===== src/rtl/rxr_pkg.sv =====
package rxr_pkg;
  localparam int ADDR_W = 32;
  localparam int CNT_W  = 8;

  localparam logic [15:0] CMD_ARM   = 16'h9800;
  localparam logic [15:0] CMD_PAUSE = 16'h1100;
  localparam logic [15:0] CMD_ACK   = 16'h0100;
  localparam logic [15:0] CTL_HOLD  = 16'h8800;
  localparam logic [15:0] CTL_RUN   = 16'h0400;

  typedef enum logic [1:0] {
    REG_BASE = 2'd0,
    REG_LEN  = 2'd1,
    REG_CMD  = 2'd2,
    REG_CTL  = 2'd3
  } reg_sel_e;

  typedef enum logic [1:0] {
    W_IDLE = 2'd0,
    W_DATA = 2'd1,
    W_DROP = 2'd2,
    W_HDR  = 2'd3
  } wr_state_e;

  // status byte: {fcs, framing, collision, overflow, length[11:8]}
  function automatic logic [7:0] stat_byte(logic [11:0] len, logic ovf, logic [2:0] err);
    return {err[2], err[1], err[0], ovf, len[11:8]};
  endfunction

  function automatic logic [ADDR_W-1:0] slot_addr(logic [ADDR_W-1:0] base,
                                                  logic [CNT_W-1:0] used, int sh);
    return base + (ADDR_W'(used) << sh);
  endfunction
endpackage


===== src/rtl/rxr_set_regs.sv =====
module rxr_set_regs
  import rxr_pkg::*;
(
  input  logic              clk,
  input  logic              rst_n,
  input  logic              wr_en,
  input  reg_sel_e          sel,
  input  logic [31:0]       wdata,
  input  logic              consume,
  output logic [ADDR_W-1:0] base,
  output logic [CNT_W-1:0]  count,
  output logic [CNT_W-1:0]  remain,
  output logic [15:0]       cmd,
  output logic              armed
);
  always_ff @(posedge clk or negedge rst_n) begin
    if (!rst_n) begin
      base   <= '0;
      count  <= '0;
      remain <= '0;
      cmd    <= '0;
      armed  <= 1'b0;
    end else begin
      if (consume) begin
        remain <= remain - 1'b1;
        if (remain == CNT_W'(1)) armed <= 1'b0;
      end
      if (wr_en) begin
        case (sel)
          REG_BASE: base <= wdata[ADDR_W-1:0];
          REG_LEN: begin
            count  <= wdata[CNT_W-1:0];
            remain <= wdata[CNT_W-1:0];
          end
          REG_CMD: begin
            cmd <= wdata[15:0];
            if (wdata[15:0] == CMD_ARM) armed <= 1'b1;
            else if (wdata[15:0] == CMD_PAUSE) armed <= 1'b0;
          end
          default: ;
        endcase
      end
    end
  end
endmodule


===== src/rtl/rxr_frame_writer.sv =====
module rxr_frame_writer
  import rxr_pkg::*;
#(
  parameter int SLOT_BYTES = 2048,
  parameter int HDR_BYTES  = 16
) (
  input  logic                        clk,
  input  logic                        rst_n,
  input  logic                        hold,
  input  logic [1:0]                  set_ready,
  input  logic [1:0][ADDR_W-1:0]      set_base,
  input  logic [1:0][CNT_W-1:0]       set_count,
  input  logic [1:0][CNT_W-1:0]       set_remain,
  input  logic                        in_valid,
  output logic                        in_ready,
  input  logic [7:0]                  in_data,
  input  logic                        in_last,
  input  logic [2:0]                  in_err,
  input  logic [7:0]                  in_runt,
  input  logic [7:0]                  in_coll,
  output logic                        mem_we,
  output logic [ADDR_W-1:0]           mem_addr,
  output logic [7:0]                  mem_wdata,
  output logic [1:0]                  consume,
  output logic                        no_set
);
  localparam int SLOT_SH = $clog2(SLOT_BYTES);
  localparam int LEN_W   = SLOT_SH + 1;
  localparam logic [LEN_W-1:0] MAX_PAY = LEN_W'(SLOT_BYTES - HDR_BYTES);

  wr_state_e         state;
  logic              cur;
  logic [ADDR_W-1:0] slot_base;
  logic [LEN_W-1:0]  pay_cnt;
  logic              ovf;
  logic [2:0]        errs;
  logic [7:0]        runt, coll;
  logic [1:0]        hdr_idx;

  logic              accept, start, take, pick, pick_ok, pay_wr, hdr_wr;
  logic [ADDR_W-1:0] new_base;
  logic [CNT_W-1:0]  used;

  always_comb begin
    pick_ok = 1'b1;
    pick    = cur;
    if (set_ready[cur]) pick = cur;
    else if (set_ready[~cur]) pick = ~cur;
    else pick_ok = 1'b0;
  end

  assign in_ready = (state != W_HDR);
  assign accept   = in_valid && in_ready;
  assign start    = accept && (state == W_IDLE);
  assign take     = start && !hold && pick_ok;
  assign no_set   = start && !hold && !pick_ok;
  assign used     = set_count[pick] - set_remain[pick];
  assign new_base = slot_addr(set_base[pick], used, SLOT_SH);

  assign pay_wr = take ||
                  (accept && !hold && state == W_DATA && pay_cnt < MAX_PAY);
  assign hdr_wr = (state == W_HDR) && !hold;
  assign mem_we = pay_wr || hdr_wr;

  always_comb begin
    mem_addr  = slot_base + ADDR_W'(HDR_BYTES) + ADDR_W'(pay_cnt);
    mem_wdata = in_data;
    if (state == W_IDLE) begin
      mem_addr = new_base + ADDR_W'(HDR_BYTES);
    end else if (state == W_HDR) begin
      mem_addr = slot_base + ADDR_W'({hdr_idx, 1'b0});
      case (hdr_idx)
        2'd0:    mem_wdata = pay_cnt[7:0];
        2'd1:    mem_wdata = stat_byte(12'(pay_cnt), ovf, errs);
        2'd2:    mem_wdata = runt;
        default: mem_wdata = coll;
      endcase
    end
  end

  assign consume = (hdr_wr && hdr_idx == 2'd3) ? (cur ? 2'b10 : 2'b01) : 2'b00;

  always_ff @(posedge clk or negedge rst_n) begin
    if (!rst_n) begin
      state <= W_IDLE; cur <= 1'b0; slot_base <= '0; pay_cnt <= '0;
      ovf <= 1'b0; errs <= '0; runt <= '0; coll <= '0; hdr_idx <= '0;
    end else begin
      case (state)
        W_IDLE: begin
          if (take) begin
            cur       <= pick;
            slot_base <= new_base;
            pay_cnt   <= LEN_W'(1);
            ovf       <= 1'b0;
            hdr_idx   <= '0;
            if (in_last) begin
              errs <= in_err; runt <= in_runt; coll <= in_coll;
              state <= W_HDR;
            end else begin
              state <= W_DATA;
            end
          end else if (start && !in_last) begin
            state <= W_DROP;
          end
        end
        W_DATA: begin
          if (hold) begin
            state <= (accept && in_last) ? W_IDLE : W_DROP;
          end else if (accept) begin
            if (pay_cnt < MAX_PAY) pay_cnt <= pay_cnt + 1'b1;
            else ovf <= 1'b1;
            if (in_last) begin
              errs <= in_err; runt <= in_runt; coll <= in_coll;
              state <= W_HDR;
            end
          end
        end
        W_DROP: if (accept && in_last) state <= W_IDLE;
        default: begin
          if (hold) state <= W_IDLE;
          else begin
            hdr_idx <= hdr_idx + 1'b1;
            if (hdr_idx == 2'd3) state <= W_IDLE;
          end
        end
      endcase
      if (hold) cur <= 1'b0;
    end
  end
endmodule


===== src/rtl/rxr_dma_ring.sv =====
module rxr_dma_ring
  import rxr_pkg::*;
#(
  parameter int SLOT_BYTES = 2048,
  parameter int HDR_BYTES  = 16
) (
  input  logic        clk,
  input  logic        rst_n,
  input  logic        reg_we,
  input  logic [4:0]  reg_addr,
  input  logic [31:0] reg_wdata,
  output logic [31:0] reg_rdata,
  input  logic        in_valid,
  output logic        in_ready,
  input  logic [7:0]  in_data,
  input  logic        in_last,
  input  logic [2:0]  in_err,
  input  logic [7:0]  in_runt,
  input  logic [7:0]  in_coll,
  output logic        mem_we,
  output logic [31:0] mem_addr,
  output logic [7:0]  mem_wdata
);
  logic                   set_idx;
  reg_sel_e               sel;
  logic [1:0]             set_wr, set_ready, consume, exhaust;
  logic [1:0][ADDR_W-1:0] set_base;
  logic [1:0][CNT_W-1:0]  set_count, set_remain;
  logic [1:0][15:0]       set_cmd;
  logic [1:0]             set_armed;
  logic                   hold_q, done_q, err_q, no_set;
  logic                   ctl_wr, ack_wr;

  assign set_idx = reg_addr[4];
  assign sel     = reg_sel_e'(reg_addr[3:2]);
  assign ctl_wr  = reg_we && (sel == REG_CTL);
  assign ack_wr  = reg_we && (sel == REG_CMD) && (reg_wdata[15:0] == CMD_ACK);

  for (genvar g = 0; g < 2; g++) begin : g_set
    assign set_wr[g] = reg_we && (set_idx == g[0]) && (sel != REG_CTL);
    rxr_set_regs u_regs (
      .clk(clk), .rst_n(rst_n), .wr_en(set_wr[g]), .sel(sel), .wdata(reg_wdata),
      .consume(consume[g]), .base(set_base[g]), .count(set_count[g]),
      .remain(set_remain[g]), .cmd(set_cmd[g]), .armed(set_armed[g])
    );
    assign set_ready[g] = set_armed[g] && (set_remain[g] != '0);
    assign exhaust[g]   = consume[g] && (set_remain[g] == CNT_W'(1));
  end

  rxr_frame_writer #(.SLOT_BYTES(SLOT_BYTES), .HDR_BYTES(HDR_BYTES)) u_wr (
    .clk(clk), .rst_n(rst_n), .hold(hold_q), .set_ready(set_ready),
    .set_base(set_base), .set_count(set_count), .set_remain(set_remain),
    .in_valid(in_valid), .in_ready(in_ready), .in_data(in_data), .in_last(in_last),
    .in_err(in_err), .in_runt(in_runt), .in_coll(in_coll),
    .mem_we(mem_we), .mem_addr(mem_addr), .mem_wdata(mem_wdata),
    .consume(consume), .no_set(no_set)
  );

  always_ff @(posedge clk or negedge rst_n) begin
    if (!rst_n) begin
      hold_q <= 1'b0; done_q <= 1'b0; err_q <= 1'b0;
    end else begin
      if (ctl_wr && reg_wdata[15:0] == CTL_HOLD) begin
        hold_q <= 1'b1; done_q <= 1'b0; err_q <= 1'b0;
      end else if (ctl_wr && reg_wdata[15:0] == CTL_RUN) begin
        hold_q <= 1'b0;
      end
      if (ack_wr) done_q <= 1'b0;
      if (|exhaust) done_q <= 1'b1;
      if (no_set) err_q <= 1'b1;
    end
  end

  always_comb begin
    case (sel)
      REG_BASE: reg_rdata = set_base[set_idx];
      REG_LEN:  reg_rdata = 32'(set_remain[set_idx]);
      REG_CMD:  reg_rdata = 32'(set_cmd[set_idx]);
      default:  reg_rdata = (32'(err_q) << 13) | (32'(done_q) << 8);
    endcase
  end
endmodule


===== config.mk =====
export PLATFORM = sky130hd
export DESIGN_NAME = rxr_dma_ring
export DESIGN_NICKNAME = d
export VERILOG_FILES = /design/src/rtl/rxr_pkg.sv /design/src/rtl/rxr_set_regs.sv /design/src/rtl/rxr_frame_writer.sv /design/src/rtl/rxr_dma_ring.sv
export SDC_FILE = /design/constraint.sdc
export NUM_CORES = 1
export LEC_CHECK = 0
export BUFFER_PORTS_ARGS = -buffer_cell sky130_fd_sc_hd__buf_2
export CORE_UTILIZATION = 65
export CTS_BUF_LIST = sky130_fd_sc_hd__clkbuf_16
export DETAILED_ROUTE_END_ITERATION = 8
export GPL_TIMING_DRIVEN = 0
export PLACE_DENSITY_LB_ADDON = 0.08
export SLEW_MARGIN = 40
export SYNTH_ARGS = -nofsm -noshare
export SYNTH_HDL_FRONTEND = slang
export SYNTH_SLANG_ARGS = --single-unit

===== constraint.sdc =====
create_clock -name clk -period 17.3 [get_ports clk]
set_input_delay 0 -clock clk [delete_from_list [all_inputs] [get_ports clk]]
set_output_delay 0 -clock clk [all_outputs]
set_load 0.01 [all_outputs]

# Word-level counts from Yosys, hierarchy flattened
# Cells that the tools add are included.
[word_totals]
ff_bits = 202
word_cells = 220
[op_classes]
n_bitwise = 4
n_mux = 94
order_cmp = 5
eq_ne = 28
n_addsub = 10
reduce_logical = 57
[ops]
columns = ["operator", "n"]
rows = [
  ["32-bit 2-to-1 mux", 6],
  ["8-bit 2-to-1 mux", 22],
  ["32-bit one-hot mux with 3 select lines", 1],
  ["32-bit by 5-bit adder with 32-bit output, second input constant", 2],
  ["12-bit 2-to-1 mux", 4],
  ["1-bit 2-to-1 mux", 33],
  ["32-bit by 12-bit adder with 32-bit output", 1],
  ["32-bit by 19-bit adder with 32-bit output", 1],
  ["32-bit by 3-bit adder with 32-bit output", 1],
  ["16-bit equality test, second input constant", 2],
  ["16-bit 2-to-1 mux", 2],
  ["8-bit one-hot mux with 2 select lines", 2],
  ["2-bit 2-to-1 mux", 14],
  ["1-bit logical AND", 25],
  ["12-bit one-hot mux with 2 select lines", 1],
  ["8-bit one-hot mux with 3 select lines", 1],
  ["16-bit by 11-bit equality test with 1-bit output, second input constant", 1],
  ["16-bit by 13-bit equality test with 1-bit output, second input constant", 1],
  ["16-bit by 9-bit equality test with 1-bit output, second input constant", 1],
  ["8-bit by 1-bit equality test with 1-bit output, second input constant", 2],
  ["2-bit AND reduction", 8],
  ["8-bit nonzero test", 2],
  ["8-bit by 1-bit subtractor with 8-bit output, second input constant", 2],
  ["5-bit AND reduction", 3],
  ["27 further kinds", 60],
]

# Depth between registers and ports, before layout
[logic_depth]
ltp_word = 12
ltp_mapped = 33

# Cells and area by module
# From an unflattened synthesis, not the netlist that was laid out.
[hier_totals]
hier_cells = 1403
hier_area_um2 = 13440.4
[by_module_without_submodules]
columns = ["module", "cells_each", "area_per_inst_um2", "seq_area_each_um2", "n_inst"]
rows = [
  ["rxr_frame_writer", 872, 7069.3, 1726.7, 1],
  ["rxr_set_regs", 189, 2600.0, 1626.6, 2],
  ["rxr_dma_ring", 153, 1171.1, 75.1, 1],
]

# Worst setup path after synthesis
# No wires, ideal clock.
[synth_timing]
path_type = "reg-to-output"
startpoint = "register g_set[0].u_regs.remain[0]"
endpoint = "output mem_addr[30]"
path_stages_with_launch = 33
path_buffers = 5
setup_slack_ps = 10501
t_arrival_ps = 6799
cell_sequence = "dfrtp_1 inv_1 ha_1 nor3b_1 a21bo_1 maj3_4 buf_6 buf_2 buf_2 buf_1 clkbuf_1 mux2i_1 inv_1 ha_1 nor2b_1 o21ai_0 nand2b_1 a21oi_1 nor2_1 o21ai_0 nand2b_1 a21oi_1 xnor2_1 ha_1 o21ai_0 a31oi_1 or2_2 a2111oi_2 nor3_1 nor4_1 nand2_1 or4_1 o211ai_1"
[synth_via]
elab_chain_len = 12
word_cells_on_any_way = 18
cone_classes = "add/sub: 3; mux: 13; reduce/logical: 2"
[synth_lines]
columns = ["item", "line", "source"]
rows = [
  ["from (decl)", "rxr_set_regs.sv:12", "output logic [CNT_W-1:0] remain,"],
  ["from (signal assigned)", "rxr_set_regs.sv:25", "remain <= remain - 1'b1;"],
  ["from (signal assigned)", "rxr_set_regs.sv:33", "remain <= wdata[CNT_W-1:0];"],
  ["8-bit nonzero test", "rxr_dma_ring.sv:46", "assign set_ready[g] = set_armed[g] && (set_remain[g] != '0);"],
  ["1-bit logical AND", "rxr_dma_ring.sv:46", ""],
  ["1-bit 2-to-1 mux (not written as such) (2 in series)", "rxr_frame_writer.sv:48", "else if (set_ready[~cur]) pick = ~cur;"],
  ["1-bit 2-to-1 mux", "rxr_frame_writer.sv:48", ""],
  ["1-bit 2-to-1 mux", "rxr_frame_writer.sv:47", "if (set_ready[cur]) pick = cur;"],
  ["8-bit 2-to-1 mux (not written as such) (2 in series)", "rxr_frame_writer.sv:57", "assign used = set_count[pick] - set_remain[pick];"],
  ["8-bit subtractor", "rxr_frame_writer.sv:57", ""],
  ["32-bit by 19-bit adder with 32-bit output (*)", "rxr_pkg.sv:32", "return base + (ADDR_W'(used) << sh);"],
  ["32-bit by 5-bit adder with 32-bit output (*)", "rxr_frame_writer.sv:69", "mem_addr = new_base + ADDR_W'(HDR_BYTES);"],
  ["32-bit 2-to-1 mux (*)", "rxr_frame_writer.sv:68", "if (state == W_IDLE) begin"],
  ["to (decl)", "rxr_dma_ring.sv:21", "output logic [31:0] mem_addr,"],
]
# Every way passes the cells marked *; elsewhere a longest branch is shown, timed or not. The select of a mux whose other input is x is not followed.

# Worst setup path after layout
# Ends and elaborated chain as after synthesis.

==> impl_results.md <==
* Result of the run: complete, no violations
* Share of async-settable or async-resettable flops after synthesis at 100%
* Xor and xnor fraction of the mapped netlist area at 6.52%
* Adder and majority gate portion of the synthesized area at 5.82%
* Maximum number of pins on one net before global-route repair at 78
* Ports at 143
* Detailed router's first-iteration violation count at 1046
* Number of flops mapped to enable cells by yosys at 0
* Synthesized netlist cell count at 1398
* Number of setup violations in the final report at 0
* Final Critical Period at 9.09 ns
* Fill cell instance count of the final layout at 1399
* Initial standard-cell utilization of the core at 66.4%
* GR Util met3 at 5.02%
* Final weighted congestion in routability-driven placement at 0.903
* Remaining DRCs at 0
* Busiest layer in global routing: met2
* Aggregate routed wire length at 39400 um
* Cell at the root of the clock tree: clkbuf_16
* Worst Path Max Fanout at 10
* Worst-Skew Late Latency at 0.53 ns
* Clk sinks at 202
* Number of CTS-inserted buffers at 23
* Share of the cycle needed by the critical path after routing at 52.5%
* Clock H-tree levels at 1
* Total count of max-transition violations in the final report at 0
* Area of the placeable core at 0.0202 mm^2
* Vias in the first global route at 11500
* Headroom to the max-slew limit at 42.4%
* Nature of the critical path startpoint: register
* Critical Path AT at 9.09 ns
* Dominant combinational cell family by area after synthesis: multiplexers
* Classification of the worst-slack hold path: in2async
* Fraction of layout cells with a size suffix above 1 at 21.8%
* Power density of the placed cells at 115 mW/mm^2
* Clock tree from TritonCTS: yes
* Netlist cell types at 73
* Compound-gate portion of the synthesized area at 11.7%
* Least-Margin Pin Slew at 0.864 ns
* Slowest-stage cell, CP: buf_1
* Highest attainable clock frequency at 110 MHz
* Number of vias in the routed layout at 11900
* Category of the most critical setup path: reg2out
* Count of inserted antenna diode cells at 0
* Number of iterations in the first detailed-routing pass at 7
* Wire length per cell after detailed routing at 20.7 um
* Start point of the critical path: g_set[0].u_regs.remain[0]
* Met2 Usage GRT at 59.6%
* Static Leak at 7.08 nW
* Number of register bits inferred by synthesis at 202
* Syn_nets at 1526
* Post-synthesis sequential area ratio at 37.6%
* Capturing element type of the critical path: primary output
* Post-synth top flop: dfrtp_1
* Post-DP HPWL at 27800 um
* Setup TNS at 0 ns
* Total GRT Usage at 37.1%
* Fraction of met1 tracks used by global routing at 51.5%
* Placement Rows at 52
* IR Drop Worst-Case VDD at 0.0940 mV
* Setup repair bufs after CTS at 0
* Multiplexer area fraction after synthesis at 19.6%
* First-pass GRT wire length at 62000 um
* DIE WIDTH at 146 um
* Worst-case clock skew at 0.0132 ns
* Overall die height at 146 um
* Hold Fails Final Rpt at 0
* Max-cap violations at 0
* Quantity of I/O buffers inserted on ports at 138
* Post-detailed-route count of antenna-violating nets at 0
* Fin util at 78.4%
* Die Footprint at 0.0213 mm^2
* Clock slew at reported path FFs at 0.06 ns
* Maximum count of clock buffers along a single path at 3
* Area added between synthesis and finish at 18.0%
* Synthesized-area fraction occupied by and/or/nand/nor cells at 15.8%
* Number of nets in the layout at 1747
* Critical Path RT at 17.30 ns
* Antenna violations before repair at 0
* Grt ovf at 0
* Routed vias/inst at 6.25
* Yosys warns at 0
* Critical register-to-register path startpoint: g_set[0].u_regs.remain[0]
* Post-synth design cell area at 0.0134 mm^2
* Setup repair after global routing missed its margin: no
* Average cell area after synthesis at 9.61 um^2
* Largest stage delay on the critical path at 0.71 ns
## cell usage in the layout, fill, tap and decap left out, drive strengths merged, types with 39 or more instances in the layout
cell type / count
xor2: 39
o21ai: 87
nor2: 109
nand2: 159
dlygate4sd3: 54
mux2: 147
nand3: 45
mux2i: 82
a21oi: 66
clkbuf: 74
xnor2: 61
ha: 55
buf: 159
inv: 43
dfrtp: 202
## logic make-up after synthesis
group / after synthesis
xor gates and xnor gates: 100
DFF: 202
buffers and inverters: 106
and+or+nand+nor: 442
AOI/OAI and AO/OA: 253
muxes: 235
adders and majority gates: 60
## area by class of cell
class                      count  area, um^2  area share [%]
multi-input combinational   1090        8000            50.5
sequential                   202        5050            31.9
timing repair buffer         196        1340            8.48
clock buffer                  23         576            3.63
tap                          270         338            2.13
buffer                        68         268            1.69
inverter                      38         143           0.900
clock inverter                15         129           0.813
## layer usage
layer	wire length, um	vias up
met5	0	-
met2	18300	586
met1	16600	5755
li1	-	5437
met3	3070	103
met4	1410	0
## report_power, final
| group | total [mW] | internal, mW | switching (mW) | leakage, nW |
|---|---|---|---|---|
| clock network | 0.468 | 0.271 | 0.198 | 0.366 |
| logic | 0.730 | 0.300 | 0.430 | 4.16 |
| registers | 0.619 | 0.541 | 0.0778 | 2.55 |
## state kept, by name, summed over array words and instances (netlist names)
signal and cells:
u_wr.slot_base 32, u_wr.pay_cnt 12, g_set.u_regs.cmd 32, err_q 1, u_wr.cur 1, u_wr.coll 8
g_set.u_regs.base 64, g_set.u_regs.armed 2, g_set.u_regs.count 16, done_q 1, u_wr.ovf 1, hold_q 1
u_wr.runt 8, u_wr.state 2, u_wr.hdr_idx 2, u_wr.errs 3, g_set.u_regs.remain 16
## critical path: cells and delay by family, from the launching register on
family                   cells  cell delay, ns
buffers and inverters        7            2.19
AND/OR/NAND/NOR              6            2.15
AO/OA/AOI/OAI                9            2.04
adder cells (fa/ha/maj)      4            1.09
flip-flops                   1            0.45
multiplexers                 1            0.42
XOR/XNOR                     1            0.20
## cells in the mapped netlist (all sizes together), types with 5 or more instances
library cell,count,share of area [%]
ha,55,5.1
nor2b,19,0.88
a222oi,8,0.60
nor3b,6,0.34
a21oi,66,2.5
mux2,147,12
and3,11,0.51
inv,37,1.0
mux4,6,1.0
or2,7,0.33
dfrtp,202,38
nand4,8,0.37
nor4,15,0.97
o211ai,10,0.60
xnor2,61,4.0
clkbuf,50,1.4
nor3,26,0.97
mux2i,82,6.2
nand3,45,1.7
a211oi,21,1.2
nand2,159,4.5
nand4b,5,0.33
nor2,109,3.0
o21bai,5,0.28
a31oi,12,0.56
o21ai,87,3.2
xor2,39,2.5
and4,7,0.46
buf,18,0.59
nand2b,9,0.42
a21o,15,0.84
## path summary, 6_finish.rpt
kind	endpoint	slack (ns)	cells after the start
worst min register to register	g_set[0].u_regs.count[2]	0.48	2
max in group asynchronous	g_set[0].u_regs.cmd[9]	16.58	4
min in group clk	g_set[1].u_regs.count[4]	0.04	5
worst min-delay path	u_wr.coll[6]	0.02	3
worst max-delay path	mem_addr[30]	8.21	28
worst max register to register	u_wr.slot_base[28]	9.55	29
## stage by stage
step	total power [mW]	instances	cell area [um^2]	hold WS (ns)	setup WS (ns)
5_1_grt	1.91	1902	15900	0.0495	7.62
3_5_place_dp	1.32	1809	14600	-0.112	8.84
2_1_floorplan	1.09	1398	13400	-0.296	10.50
3_3_place_gp	1.29	1806	14500	0.216	8.99
4_1_cts	1.80	1902	15800	0.0205	8.28
6_report	1.82	1902	15900	0.0199	8.21
## what timing repair did
item | CTS | global route
gates resized for setup | 0 | 0
hold buffers | 55 | 0
endpoints found under the hold margin | 277 | 0
Power figures use the tool's default switching activity.
